<file path="src/rtl/flush_compare.sv">
module flush_compare #(
   parameter int unsigned CNT_W = 12,
   parameter int unsigned TOT_W = 14
) (
   input  logic             clk,
   input  logic             rst_n,
   input  logic             start_acc,
   input  logic             chk_en,
   input  logic             last,
   input  logic             exp_bit,
   input  logic             obs_bit,
   input  logic [TOT_W-1:0] chk_idx,
   output logic             flush_pass,
   output logic             flush_fail,
   output logic [CNT_W-1:0] first_err_idx,
   output logic             stuck_det,
   output logic             stuck_val
);

   logic             err_q, seen_q, same_q, ref_q;
   logic [CNT_W-1:0] idx_q;
   logic             mism, err_now, same_now, ref_now;
   logic [CNT_W-1:0] idx_now;

   assign mism     = chk_en && (obs_bit != exp_bit);
   assign err_now  = err_q || mism;
   assign idx_now  = err_q ? idx_q : (mism ? CNT_W'(chk_idx) : '0);
   assign ref_now  = seen_q ? ref_q : obs_bit;
   assign same_now = seen_q ? (same_q && (obs_bit == ref_q)) : 1'b1;

   // running trackers over the compared window
   always_ff @(posedge clk or negedge rst_n) begin
      if (!rst_n) begin
         err_q  <= 1'b0;
         seen_q <= 1'b0;
         same_q <= 1'b0;
         ref_q  <= 1'b0;
         idx_q  <= '0;
      end else if (start_acc) begin
         err_q  <= 1'b0;
         seen_q <= 1'b0;
         same_q <= 1'b0;
         ref_q  <= 1'b0;
         idx_q  <= '0;
      end else if (chk_en) begin
         err_q  <= err_now;
         idx_q  <= idx_now;
         seen_q <= 1'b1;
         same_q <= same_now;
         ref_q  <= ref_now;
      end
   end

   // visible results: cleared on start, loaded once at the last cycle
   always_ff @(posedge clk or negedge rst_n) begin
      if (!rst_n) begin
         flush_pass    <= 1'b0;
         flush_fail    <= 1'b0;
         first_err_idx <= '0;
         stuck_det     <= 1'b0;
         stuck_val     <= 1'b0;
      end else if (start_acc) begin
         flush_pass    <= 1'b0;
         flush_fail    <= 1'b0;
         first_err_idx <= '0;
         stuck_det     <= 1'b0;
         stuck_val     <= 1'b0;
      end else if (last) begin
         flush_pass    <= !err_now;
         flush_fail    <= err_now;
         first_err_idx <= idx_now;
         stuck_det     <= same_now;
         stuck_val     <= same_now && ref_now;
      end
   end

   AST_VERDICT_EXCL: assert property (@(posedge clk) disable iff (!rst_n)
      !(flush_pass && flush_fail));

   AST_PASS_IDX_ZERO: assert property (@(posedge clk) disable iff (!rst_n)
      flush_pass |-> (first_err_idx == '0));

   AST_STUCK_FAILS: assert property (@(posedge clk) disable iff (!rst_n)
      stuck_det |-> flush_fail);

   AST_RESULT_HOLD: assert property (@(posedge clk) disable iff (!rst_n)
      (!last && !start_acc) |=> ($stable(flush_pass) && $stable(flush_fail) &&
         $stable(first_err_idx) && $stable(stuck_det) && $stable(stuck_val)));

endmodule

</file>
<file path="config.mk">
export PLATFORM = sky130hd
export DESIGN_NAME = flush_compare
export DESIGN_NICKNAME = d
export VERILOG_FILES = /design/src/rtl/flush_compare.sv
export SDC_FILE = /design/constraint.sdc
export NUM_CORES = 1
export LEC_CHECK = 0
export ABC_CLOCK_PERIOD_IN_PS = 2130
export BUFFER_PORTS_ARGS = -buffer_cell sky130_fd_sc_hd__buf_2
export CAP_MARGIN = 40
export CORE_MARGIN = 5
export CORE_UTILIZATION = 56
export DETAILED_ROUTE_END_ITERATION = 16
export PLACE_DENSITY = 0.92
export SKIP_LAST_GASP = 1
export SLEW_MARGIN = 5
export SYNTH_ARGS = -nofsm -noshare
export SYNTH_HDL_FRONTEND = slang
export SYNTH_SLANG_ARGS = --single-unit
</file>
<file path="constraint.sdc">
create_clock -name clk -period 2.13 [get_ports clk]
set_clock_uncertainty 0.1 [all_clocks]
set_input_delay 0.213 -clock clk [delete_from_list [all_inputs] [get_ports clk]]
set_output_delay 0.213 -clock clk [all_outputs]
set_load 0.02 [all_outputs]
</file>
==> metrics.md, run 1 <==
| Metric | Value |
|---|---|
| Least-Margin Pin Slew | `710.9 ps` |
| # IOs | `37` |
| GRT Overall Usage | `19.91%` |
| Area share of the largest cell type after synthesis | `51.00%` |
| Grt ovf | `0` |
| Syn Area/Cell | `9.814 um2` |
| Worst-case vdd ir drop | `0.4822 mV` |
| Setup crit start kind | `flip-flop` |
| Port Buffers | `34` |
| Post-cts gate resize count | `0` |
| Dominant synthesized flop cell | `dfrtp_1` |
| Worst-path clk slew | `110 ps` |
| Pwr per Cell Area | `679.4 mW/mm2` |
| Total number of vias | `1344` |
| Register area share after synthesis | `51.00%` |
| Reg2reg end | `idx_q[2]` |
| Commonest non-fill, non-tap cell in the layout | `buf_2` |
| Yosys warnings | `0` |
| Setup slack, reg-to-reg | `650 ps` |
| Commonest cells after routing, fill and taps aside | `buf_2, dfrtp_1, a21oi_1` |
| Post-synthesis instance area | `0.001570 mm2` |
| Die width | `62.96 um` |
| Worst Setup EP | `idx_q[2]` |
| Post-Place Cells | `216` |
| WL final | `3700 um` |
| Initial antenna violation count | `0` |
| Antenna diodes | `0` |
| Yosys top cell by area | `dfrtp_1` |
| Area Growth Syn to Fin | `16.73%` |
| Worst Hold Class | `input port to flip-flop` |
| Worst skew pair latency | `340 ps` |
| Total leakage power | `0.8668 nW` |
| Routed len/inst | `16.37 um` |
| Worst R2R Path Depth | `4` |
| Finished Layout Cells | `226` |
| # DRC | `0` |
| Via/cell ratio | `5.947` |
| Worst setup path class | `flip-flop to flip-flop` |
| Chip height | `62.96 um` |
| Asr flop ratio synth | `100.0%` |
| H-tree Lvls | `2` |
| Std cell rows | `19` |
| Yosys cell types | `24` |
| Clock sink count | `32` |
| Hold Vio Cnt, Final | `0` |
| Worst-path maximum fanout | `14` |
| Global-route wire length before repair | `6223 um` |
| Area of the core | `0.002710 mm2` |
| DRT Pass-1 Iters | `4` |
| Final Max Slew Viols | `0` |
| Largest net degree at the start of global routing | `34` |
| Starting Density | `57.94%` |
| FMAX | `677.3 MHz` |
| RSZ-0062 raised after global routing | `false` |
| Via count of the first global-routing pass | `1410` |
| CTS tree | `done` |
| GPL Wtd Cong | `0.7618` |
| Period utilisation layout | `69.32%` |
| Layout cells sized above 1 | `25.64%` |
| CP Launch Point | `err_q` |
| Post-route ant nets | `0` |
| CTS Buffer Depth | `2` |
| Status | `finished clean` |
| Synthesized instance count | `160` |
| Worst EP arrival | `1650 ps` |
| DRT iter0 DRCs | `84` |
| Hold Slack | `13.77 ps` |
| Max Cap Violations | `0` |
| Final min period | `1476 ps` |
| Filler cell count in the final layout | `211` |
| Data required time at the worst endpoint | `2300 ps` |
| Flop and latch count out of synthesis | `32` |
| CTS Root Cell | `clkbuf_4` |
| CP endpoint kind | `flip-flop` |
| Total Nets Final | `215` |
| Worst R2R Start | `err_q` |
| Total CTS buffers | `5` |
| Setup-failing EPs final | `0` |
| Relative slew slack | `52.60%` |
| Main area contributors after synthesis | `dfrtp_1, mux2i_1, nor2b_1` |
| Detailed Place HPWL | `2448 um` |
| Post-synth EDFFs | `0` |
| Syn_nets | `181` |
| Die footprint | `0.003963 mm2` |
| Fin Setup TNS | `0 ps` |
[layout make-up]
class	count	area [um2]	share of cell area (%)
clock inverter	2	10.01	0.5461
multi-input combinational	111	689.4	37.61
inverter	2	7.507	0.4096
clock buffer	6	51.30	2.799
tap	31	38.79	2.116
sequential	32	800.8	43.69
timing repair buffer	42	235.2	12.83
[state kept, by name, summed over array words and instances (netlist names)]
signal         count
idx_q             12
stuck_val          1
flush_fail         1
err_q              1
first_err_idx     12
flush_pass         1
same_q             1
seen_q             1
stuck_det          1
ref_q              1
[worst max-delay path, cell delays in order (launching register included)]
cell      delay (ps)
dfrtp_1          370
buf_4            220
nand2b_1         450
nand2_1          130
a21oi_1          140
[timing repair]
action	in CTS	in global routing
hold buffers	2	0
hold endpoints to repair	33	0
setup buffers	0	0
[worst min-delay path by stage]
stage,startpoint,end,slack [ps],cells past startpoint
CTS,chk_idx[5],idx_q[5],0.1,3
floorplan,rst_n,err_q,-180,0
detailed placement,rst_n,stuck_det,200,1
global route,chk_idx[0],idx_q[0],10,3
global placement,rst_n,ref_q,190,1
finish,chk_idx[0],idx_q[0],10,3
[power breakdown]
group          internal [mW]  switching [mW]  total (mW)
Sequential             0.636          0.0196       0.656
Clock                  0.157           0.218       0.375
Combinational         0.0813           0.134       0.215
Total                  0.874           0.371        1.25
[through the flow]
stage	total power, mW	cell area [um2]	setup WS [ps]	util, %
after floorplan	0.7999	1570	858.1	-
after global placement	0.8655	1752	773.0	64.64
after detailed placement	0.8770	1752	706.5	64.64
after CTS	1.256	1833	662.7	67.64
after global routing	1.305	1833	525.3	67.64
final	1.245	1833	653.5	67.64
[logic make-up after synthesis]
| logic type | after synthesis | synth area share [%] |
|---|---|---|
| AOI/OAI and AO/OA | 45 | 17.45 |
| xor gates and xnor gates | 2 | 1.594 |
| buffers and inverters | 17 | 5.100 |
| DFF | 32 | 51.00 |
| muxes | 13 | 8.287 |
| and+or+nand+nor | 51 | 16.57 |
[cells in the mapped netlist, drive strengths merged, types with 3 or more instances]
cell type / number
a21oi: 15
a31oi: 12
buf: 7
clkbuf: 8
dfrtp: 32
mux2i: 13
nand2: 13
nand2b: 3
nand3: 12
nor2: 8
nor2b: 13
o22ai: 12
[layer usage]
layer  track usage, %  share of wire [%]  vias to the layer above
met2            32.05                 52                       45
li1                 -                  -                      637
met1            22.97                 39                      655
met3            7.734                7.7                        7
met5                0                  0                        -
met4            9.549                1.4                        0
Note: power is estimated with default switching activity, not from simulation.
==> run 2, diff against run 1 <==
--- a/config.mk
+++ b/config.mk
@@ -5,13 +5,13 @@
 export SDC_FILE = /design/constraint.sdc
 export NUM_CORES = 1
 export LEC_CHECK = 0
-export ABC_CLOCK_PERIOD_IN_PS = 2130
+export ABC_CLOCK_PERIOD_IN_PS = 1550
 export BUFFER_PORTS_ARGS = -buffer_cell sky130_fd_sc_hd__buf_2
 export CAP_MARGIN = 40
 export CORE_MARGIN = 5
-export CORE_UTILIZATION = 56
+export CORE_UTILIZATION = 52
 export DETAILED_ROUTE_END_ITERATION = 16
-export PLACE_DENSITY = 0.92
+export PLACE_DENSITY = 0.87
 export SKIP_LAST_GASP = 1
 export SLEW_MARGIN = 5
 export SYNTH_ARGS = -nofsm -noshare
==> constraint.sdc (replaced) <==
create_clock -name clk -period 1.55 [get_ports clk]
set_clock_uncertainty 0.1 [all_clocks]
set_input_delay 0.155 -clock clk [delete_from_list [all_inputs] [get_ports clk]]
set_output_delay 0.155 -clock clk [all_outputs]
set_load 0.02 [all_outputs]
==> run 2 against run 1 <==
Effect of this change: critical path depth shrank 1; largest cell class unchanged; clock power grew 31%; die area grew 6.4%; largest power group unchanged; utilization shrank 1.5 points; final cell count grew 6.6%.
==> metrics.md, run 2 (same netlist as run 1, synthesis figures left out) <==
| Metric | Value |
|---|---|
| Largest registers | `first_err_idx x12, idx_q x12` |
| Routed len/inst | `15.06 um (-8.0%)` |
| Reg2reg end | `idx_q[3]` |
| Worst Hold Class | `input port to flip-flop` |
| Detailed Place HPWL | `2356 um (-3.8%)` |
| GPL Wtd Cong | `0.7312 (-4.0%)` |
| Via count of the first global-routing pass | `1355 (-3.9%)` |
| Worst skew pair latency | `330 ps (about the same)` |
| CTS Buffer Depth | `2 (unchanged)` |
| Global-route wire length before repair | `6085 um (-2.2%)` |
| Clock sink count | `32 (unchanged)` |
| Pwr per Cell Area | `872.4 mW/mm2 (+28%)` |
| Commonest cells after routing, fill and taps aside | `buf_2, dfrtp_1, a21oi_1` |
| Commonest non-fill, non-tap cell in the layout | `buf_2` |
| FMAX | `765.3 MHz (+13%)` |
| Area Growth Syn to Fin | `25.50%` |
| Met1 Use GR | `23.14% (+0.17 points)` |
| Worst-case vdd ir drop | `0.4391 mV (-8.9%)` |
| Grt peak-use layer | `met2` |
| Worst-path maximum fanout | `12 (-2)` |
| Worst setup path class | `flip-flop to flip-flop` |
| Final Max Slew Viols | `0 (unchanged)` |
| GRT Overall Usage | `18.93% (-0.98 points)` |
| Std cell rows | `20 (+1)` |
| RSZ-0062 raised after global routing | `false` |
| # IOs | `37 (unchanged)` |
| M3 GR Usage | `5.546% (-2.2 points)` |
| Die footprint | `0.004219 mm2 (+6.4%)` |
| Fin Setup TNS | `0 ps (unchanged)` |
| Hold EP | `same_q` |
| Final instance area | `0.001971 mm2 (+7.5%)` |
| Relative slew slack | `68.37% (+16 points)` |
| CTS tree | `done` |
| Die width | `64.95 um (+3.2%)` |
| Total Nets Final | `228 (+6.0%)` |
| Grt ovf | `0 (unchanged)` |
| Largest net degree at the start of global routing | `34 (unchanged)` |
| Worst R2R Start | `err_q` |
| Data required time at the worst endpoint | `1710 ps (-590 ps)` |
| Worst R2R Path Depth | `3 (-1)` |
| Hold depth | `2 (-1)` |
| Period utilisation layout | `84.30% (+15 points)` |
| Starting Density | `52.73% (-5.2 points)` |
| Total CTS buffers | `5 (unchanged)` |
| Met2 Usage GRT | `30.40% (-1.7 points)` |
| WL final | `3629 um (-1.9%)` |
| Hold_sp | `chk_en` |
| Antenna diodes | `0 (unchanged)` |
| CTS Root Cell | `clkbuf_4` |
| DRT iter0 DRCs | `146 (+74%)` |
| Max Cap Violations | `0 (unchanged)` |
| Total leakage power | `0.9215 nW (+6.3%)` |
| Post-CTS Setup Inserts | `0 (unchanged)` |
| Status | `finished clean` |
| Layout cells sized above 1 | `24.04% (-1.6 points)` |
| Via/cell ratio | `5.697 (-4.2%)` |
| # DRC | `0 (unchanged)` |
| Chip height | `64.95 um (+3.2%)` |
| H-tree Lvls | `2 (unchanged)` |
| Port Buffers | `34 (unchanged)` |
| Area post-placement | `0.001782 mm2 (+1.7%)` |
| Setup-failing EPs final | `0 (unchanged)` |
| Hold Vio Cnt, Final | `0 (unchanged)` |
| Setup slack, reg-to-reg | `240 ps (-410 ps)` |
| CP endpoint kind | `flip-flop` |
| DRT Pass-1 Iters | `4 (unchanged)` |
| Total Power | `1.719 mW (+38%)` |
| Setup crit start kind | `flip-flop` |
| Post-route ant nets | `0 (unchanged)` |
| Least-Margin Pin Slew | `474.5 ps (-236.5 ps)` |
| Total number of vias | `1373 (+2.2%)` |
| Worst-path clk slew | `90 ps (-20 ps)` |
| Initial antenna violation count | `0 (unchanged)` |
| Worst EP arrival | `1460 ps (-190 ps)` |
| Final min period | `1307 ps (-169.8 ps)` |
| Area of the core | `0.002978 mm2 (+9.9%)` |
[run 2: changes by cell type in the layout (fill, tap and decap cells not counted), sizes merged]
cell         previous run  this run
buf                    40        42
clkinv                  2         0
dlygate4sd3             2        13
clkbuf                  6         8
[run 2: stage by stage]
step	instances	util, %	setup slack, ps	hold WS [ps]
2_1_floorplan	160	-	278.1	-240.6
3_3_place_gp	220	59.83	264.5	95.90
3_5_place_dp	220	59.83	231.4	97.49
4_1_cts	241	66.18	247.0	39.74
5_1_grt	241	66.18	162.4	55.87
6_report	241	66.18	243.3	47.16
[run 2: power breakdown]
| group | internal, mW | switching [mW] | total [mW] | leakage, nW |
|---|---|---|---|---|
| Clock | 0.223 | 0.270 | 0.493 | 0.0326 |
| Sequential | 0.874 | 0.0281 | 0.902 | 0.434 |
| Combinational | 0.138 | 0.186 | 0.324 | 0.454 |
[run 2: worst max-delay path: stages (launching register included)]
cell and delay (ps):
dfrtp_1 440, nand2b_1 430, nand2_1 100, a21oi_1 160
[run 2: worst max path at each step]
stage | from | to | slack (ps) | cells after the start
5_1_grt | err_q | idx_q[3] | 160 | 3
6_report | err_q | idx_q[3] | 240 | 3
2_1_floorplan | err_q | idx_q[10] | 280 | 5
4_1_cts | err_q | idx_q[3] | 250 | 3
3_3_place_gp | obs_bit | first_err_idx[6] | 260 | 4
3_5_place_dp | obs_bit | first_err_idx[0] | 230 | 4
[run 2: timing repair]
action	4_1_cts	5_1_grt
endpoints found under the hold margin	44	0
hold buffers	13	0
gates resized for setup	0	0
[run 2: cell type report]
class	instances	area, um2
Fill cell	234	1007
Inverter	2	7.507
Sequential cell	32	800.8
Multi-Input combinational cell	111	689.4
Tap cell	33	41.29
Timing Repair Buffer	55	372.9
Clock buffer	8	58.81
[run 2: routing by layer]
layer	up-vias	wire, um
met2	48	1740
met1	646	1582
li1	667	-
met3	12	207
met4	0	99
met5	-	0
==> run 3, diff against run 2 <==
--- a/config.mk
+++ b/config.mk
@@ -5,13 +5,14 @@
 export SDC_FILE = /design/constraint.sdc
 export NUM_CORES = 1
 export LEC_CHECK = 0
-export ABC_CLOCK_PERIOD_IN_PS = 1550
+export ABC_AREA = 1
+export ABC_CLOCK_PERIOD_IN_PS = 1100
 export BUFFER_PORTS_ARGS = -buffer_cell sky130_fd_sc_hd__buf_2
 export CAP_MARGIN = 40
 export CORE_MARGIN = 5
-export CORE_UTILIZATION = 52
+export CORE_UTILIZATION = 47
 export DETAILED_ROUTE_END_ITERATION = 16
-export PLACE_DENSITY = 0.87
+export PLACE_DENSITY = 0.83
 export SKIP_LAST_GASP = 1
 export SLEW_MARGIN = 5
 export SYNTH_ARGS = -nofsm -noshare
==> constraint.sdc (replaced) <==
create_clock -name clk -period 1.1 [get_ports clk]
set_clock_uncertainty 0.1 [all_clocks]
set_input_delay 0.11 -clock clk [delete_from_list [all_inputs] [get_ports clk]]
set_output_delay 0.11 -clock clk [all_outputs]
set_load 0.02 [all_outputs]
==> run 3 against run 2 <==
Effect of this change: the flow now finishes with violations (negative setup slack); die area is 6.1% higher; clock-buffer cell count is 2 lower; area after synthesis decreased by 3.1%; setup slack got worse by 400 ps; synthesized cell count grew 18%; largest cell class unchanged.
==> metrics.md, run 3 <==
| Metric | Value |
|---|---|
| Global-route wire length before repair | `5906 um (-2.9%)` |
| CTS Buffer Depth | `2 (unchanged)` |
| RSZ-0062 raised after global routing | `true` |
| Clock share of power | `27.7% (-1.0 points)` |
| Largest registers | `first_err_idx x12, idx_q x12` |
| Initial antenna violation count | `0 (unchanged)` |
| Post-route ant nets | `0 (unchanged)` |
| Most common cell in the netlist | `nand2_1` |
| Top cells by count, synth | `nand2_1, nor2_1, dfrtp_1, nand4_1, buf_2` |
| Final min period | `1254 ps (-52.28 ps)` |
| DRT Pass-1 Iters | `4 (unchanged)` |
| Grt ovf | `0 (unchanged)` |
| Worst slack, placed | `-75.27 ps (-306.7 ps)` |
| CP endpoint kind | `flip-flop` |
| Syn Area/Cell | `8.050 um2 (-18%)` |
| Area of the core | `0.003078 mm2 (+3.4%)` |
| # IOs | `37 (unchanged)` |
| Fraction of power consumed by sequential logic | `50.5% (-2.0 points)` |
| Met2 Usage GRT | `26.24% (-4.2 points)` |
| Commonest non-fill, non-tap cell in the layout | `nand2_1` |
| Worst EP arrival | `1430 ps (-30 ps)` |
| Worst-case vdd ir drop | `0.7105 mV (+62%)` |
| Combinational share of power | `21.8% (+3.0 points)` |
| Total CTS buffers | `5 (unchanged)` |
| Asr flop ratio synth | `100.0% (unchanged)` |
| Via/cell ratio | `5.122 (-10%)` |
| Worst-path clk slew | `110 ps (+20 ps)` |
| Pwr per Cell Area | `1237 mW/mm2 (+42%)` |
| Final Max Slew Viols | `0 (unchanged)` |
| Setup-failing EPs final | `24 (+24)` |
| Relative slew slack | `80.83% (+12 points)` |
| Period utilisation layout | `114.0% (+30 points)` |
| Final instance area | `0.002061 mm2 (+4.6%)` |
| Total Nets Final | `262 (+15%)` |
| Starting Density | `49.43% (-3.3 points)` |
| Data required time at the worst endpoint | `1280 ps (-430 ps)` |
| Total Power | `2.549 mW (+48%)` |
| Status | `complete, but fails checks` |
| Routed len/inst | `13.34 um (-11%)` |
| Least-Margin Pin Slew | `287.6 ps (-186.9 ps)` |
| Multi-input gate area | `619.3 um2 (-10%)` |
| Synthesized instance count | `189 (+18%)` |
| Yosys warnings | `0 (unchanged)` |
| Yosys cell types | `14 (-42%)` |
| Die footprint | `0.004475 mm2 (+6.1%)` |
| Worst-path maximum fanout | `12 (unchanged)` |
| Area Growth Syn to Fin | `35.44%` |
| Register area share after synthesis | `52.63% (+1.6 points)` |
| Worst Hold Class | `input port to flip-flop` |
| Grt peak-use layer | `met2` |
| Std cell rows | `20 (unchanged)` |
| Chip height | `66.90 um (+3.0%)` |
| Setup crit start kind | `flip-flop` |
| Post-synth EDFFs | `0 (unchanged)` |
| Largest net degree at the start of global routing | `33 (-2.9%)` |
| Detailed Place HPWL | `2513 um (+6.7%)` |
| Total number of vias | `1465 (+6.7%)` |
| Final worst-path setup slack | `-154.4 ps (-397.7 ps)` |
| Via count of the first global-routing pass | `1249 (-7.8%)` |
| Clock sink count | `32 (unchanged)` |
| # DRC | `0 (unchanged)` |
| Met1 Use GR | `24.73% (+1.6 points)` |
| Syn_nets | `210 (+16%)` |
| Flop and latch count out of synthesis | `32 (unchanged)` |
| Violated checks | `negative setup slack` |
| Die width | `66.90 um (+3.0%)` |
| Area post-placement | `0.001789 mm2 (+0.42%)` |
| CTS tree | `done` |
| Post-synthesis instance area | `0.001521 mm2 (-3.1%)` |
| Dominant synthesized flop cell | `dfrtp_1` |
| M3 GR Usage | `5.228% (-0.32 points)` |
| Max Cap Violations | `0 (unchanged)` |
| FMAX | `797.2 MHz (+4.2%)` |
| Main area contributors after synthesis | `dfrtp_1, nand2_1, nand4_1` |
| Yosys top cell by area | `dfrtp_1` |
| Worst setup path class | `flip-flop to flip-flop` |
| GPL Wtd Cong | `0.8004 (+9.5%)` |
| Hold Vio Cnt, Final | `0 (unchanged)` |
| Filler cell count in the final layout | `238 (+1.7%)` |
| DRT iter0 DRCs | `133 (-8.9%)` |
| Area share of the largest cell type after synthesis | `52.63% (+1.6 points)` |
| GRT Overall Usage | `18.11% (-0.82 points)` |
| Antenna diodes | `0 (unchanged)` |
| H-tree Lvls | `2 (unchanged)` |
| Commonest cells after routing, fill and taps aside | `nand2_1, nor2_1, dfrtp_1` |
| Register Area | `800.8 um2 (unchanged)` |
| Layout cells sized above 1 | `29.34% (+5.3 points)` |
| Port Buffers | `34 (unchanged)` |
| WL final | `3814 um (+5.1%)` |
| Sw Ratio | `29.64% (+1.5 points)` |
| Total leakage power | `1.149 nW (+25%)` |
| Internal | `1.793 mW (+45%)` |
| CTS Root Cell | `clkbuf_4` |
| Worst skew pair latency | `330 ps (about the same)` |
| Psw | `0.7555 mW (+56%)` |
[run 3: changes by cell type after synthesis, moves of 12 or more]
cell / previous run / this run
nand4_1: 0 / 25
mux2i_1: 13 / 0
o22ai_1: 12 / 0
nor2_1: 8 / 40
nand2_1: 13 / 63
a21oi_1: 15 / 1
a31oi_1: 12 / 0
nor2b_1: 13 / 0
[run 3: timing repair]
| item | CTS | global route |
|---|---|---|
| hold buffers | 2 | 0 |
| resized for setup | 12 | 24 |
| setup buffers | 4 | 7 |
| hold endpoints to repair | 33 | 0 |
| cloned | 0 | 0 |
| setup endpoints to repair | 32 | 42 |
| pin swaps | 1 | 2 |
[run 3: cells by family (layout without fill, tap and decap cells)]
logic type             after synthesis  after routing  synth area share (%)
AOI/OAI and AO/OA                    5              5                 2.385
buffers and inverters               18             71                 7.155
DFF                                 32             32                 52.63
and+or+nand+nor                    134            134                 37.83
[run 3: cell type report]
type	instances	share of cell area [%]
Clock buffer	6	2.489
Clock inverter	2	0.4857
Inverter	5	0.9107
Multi-Input combinational cell	139	30.05
Sequential cell	32	38.86
Tap cell	44	2.672
Timing Repair Buffer	58	24.53
[run 3: per-layer routing]
layer  share of wire, %  vias to the layer above
li1                   -                      722
met1                 43                      689
met2                 50                       47
met3                5.4                        7
met4                1.9                        0
met5                  0                        -
[run 3: worst paths after layout]
kind | slack (ps) | start | cells past startpoint | endpoint
max in group asynchronous | 570 | rst_n | 3 | first_err_idx[1]
worst min register to register | 390 | idx_q[3] | 2 | idx_q[3]
min in group asynchronous | 150 | rst_n | 3 | idx_q[5]
worst max register to register | -150 | err_q | 6 | first_err_idx[9]
worst max-delay path | -150 | err_q | 6 | first_err_idx[9]
worst min-delay path | 70 | chk_idx[11] | 5 | idx_q[11]
[run 3: critical path: stages, from the launching register on]
cell	delay, ps
dfrtp_1	410
inv_2	110
buf_12	140
nor2_1	40
nor2_1	140
nand4_1	150
nand2_1	100
[run 3: metrics by stage]
stage / hold slack (ps) / utilization (%) / cells / setup TNS (ps)
2_1_floorplan: -285.6 / - / 189 / 0
3_3_place_gp: -26.35 / 58.13 / 265 / -363.9
3_5_place_dp: -24.44 / 58.13 / 265 / -1180
4_1_cts: 55.16 / 62.97 / 279 / -1960
5_1_grt: 43.71 / 66.95 / 286 / -4289
6_report: 66.62 / 66.95 / 286 / -2299
[run 3: power by group through the flow]
stage / registers [mW] / clock network [mW] / logic (mW)
detailed placement: 1.30 / 0 / 0.465
global route: 1.30 / 0.794 / 0.604
CTS: 1.28 / 0.711 / 0.500
finish: 1.29 / 0.705 / 0.556
global placement: 1.30 / 0 / 0.459
floorplan: 1.34 / 0 / 0.242
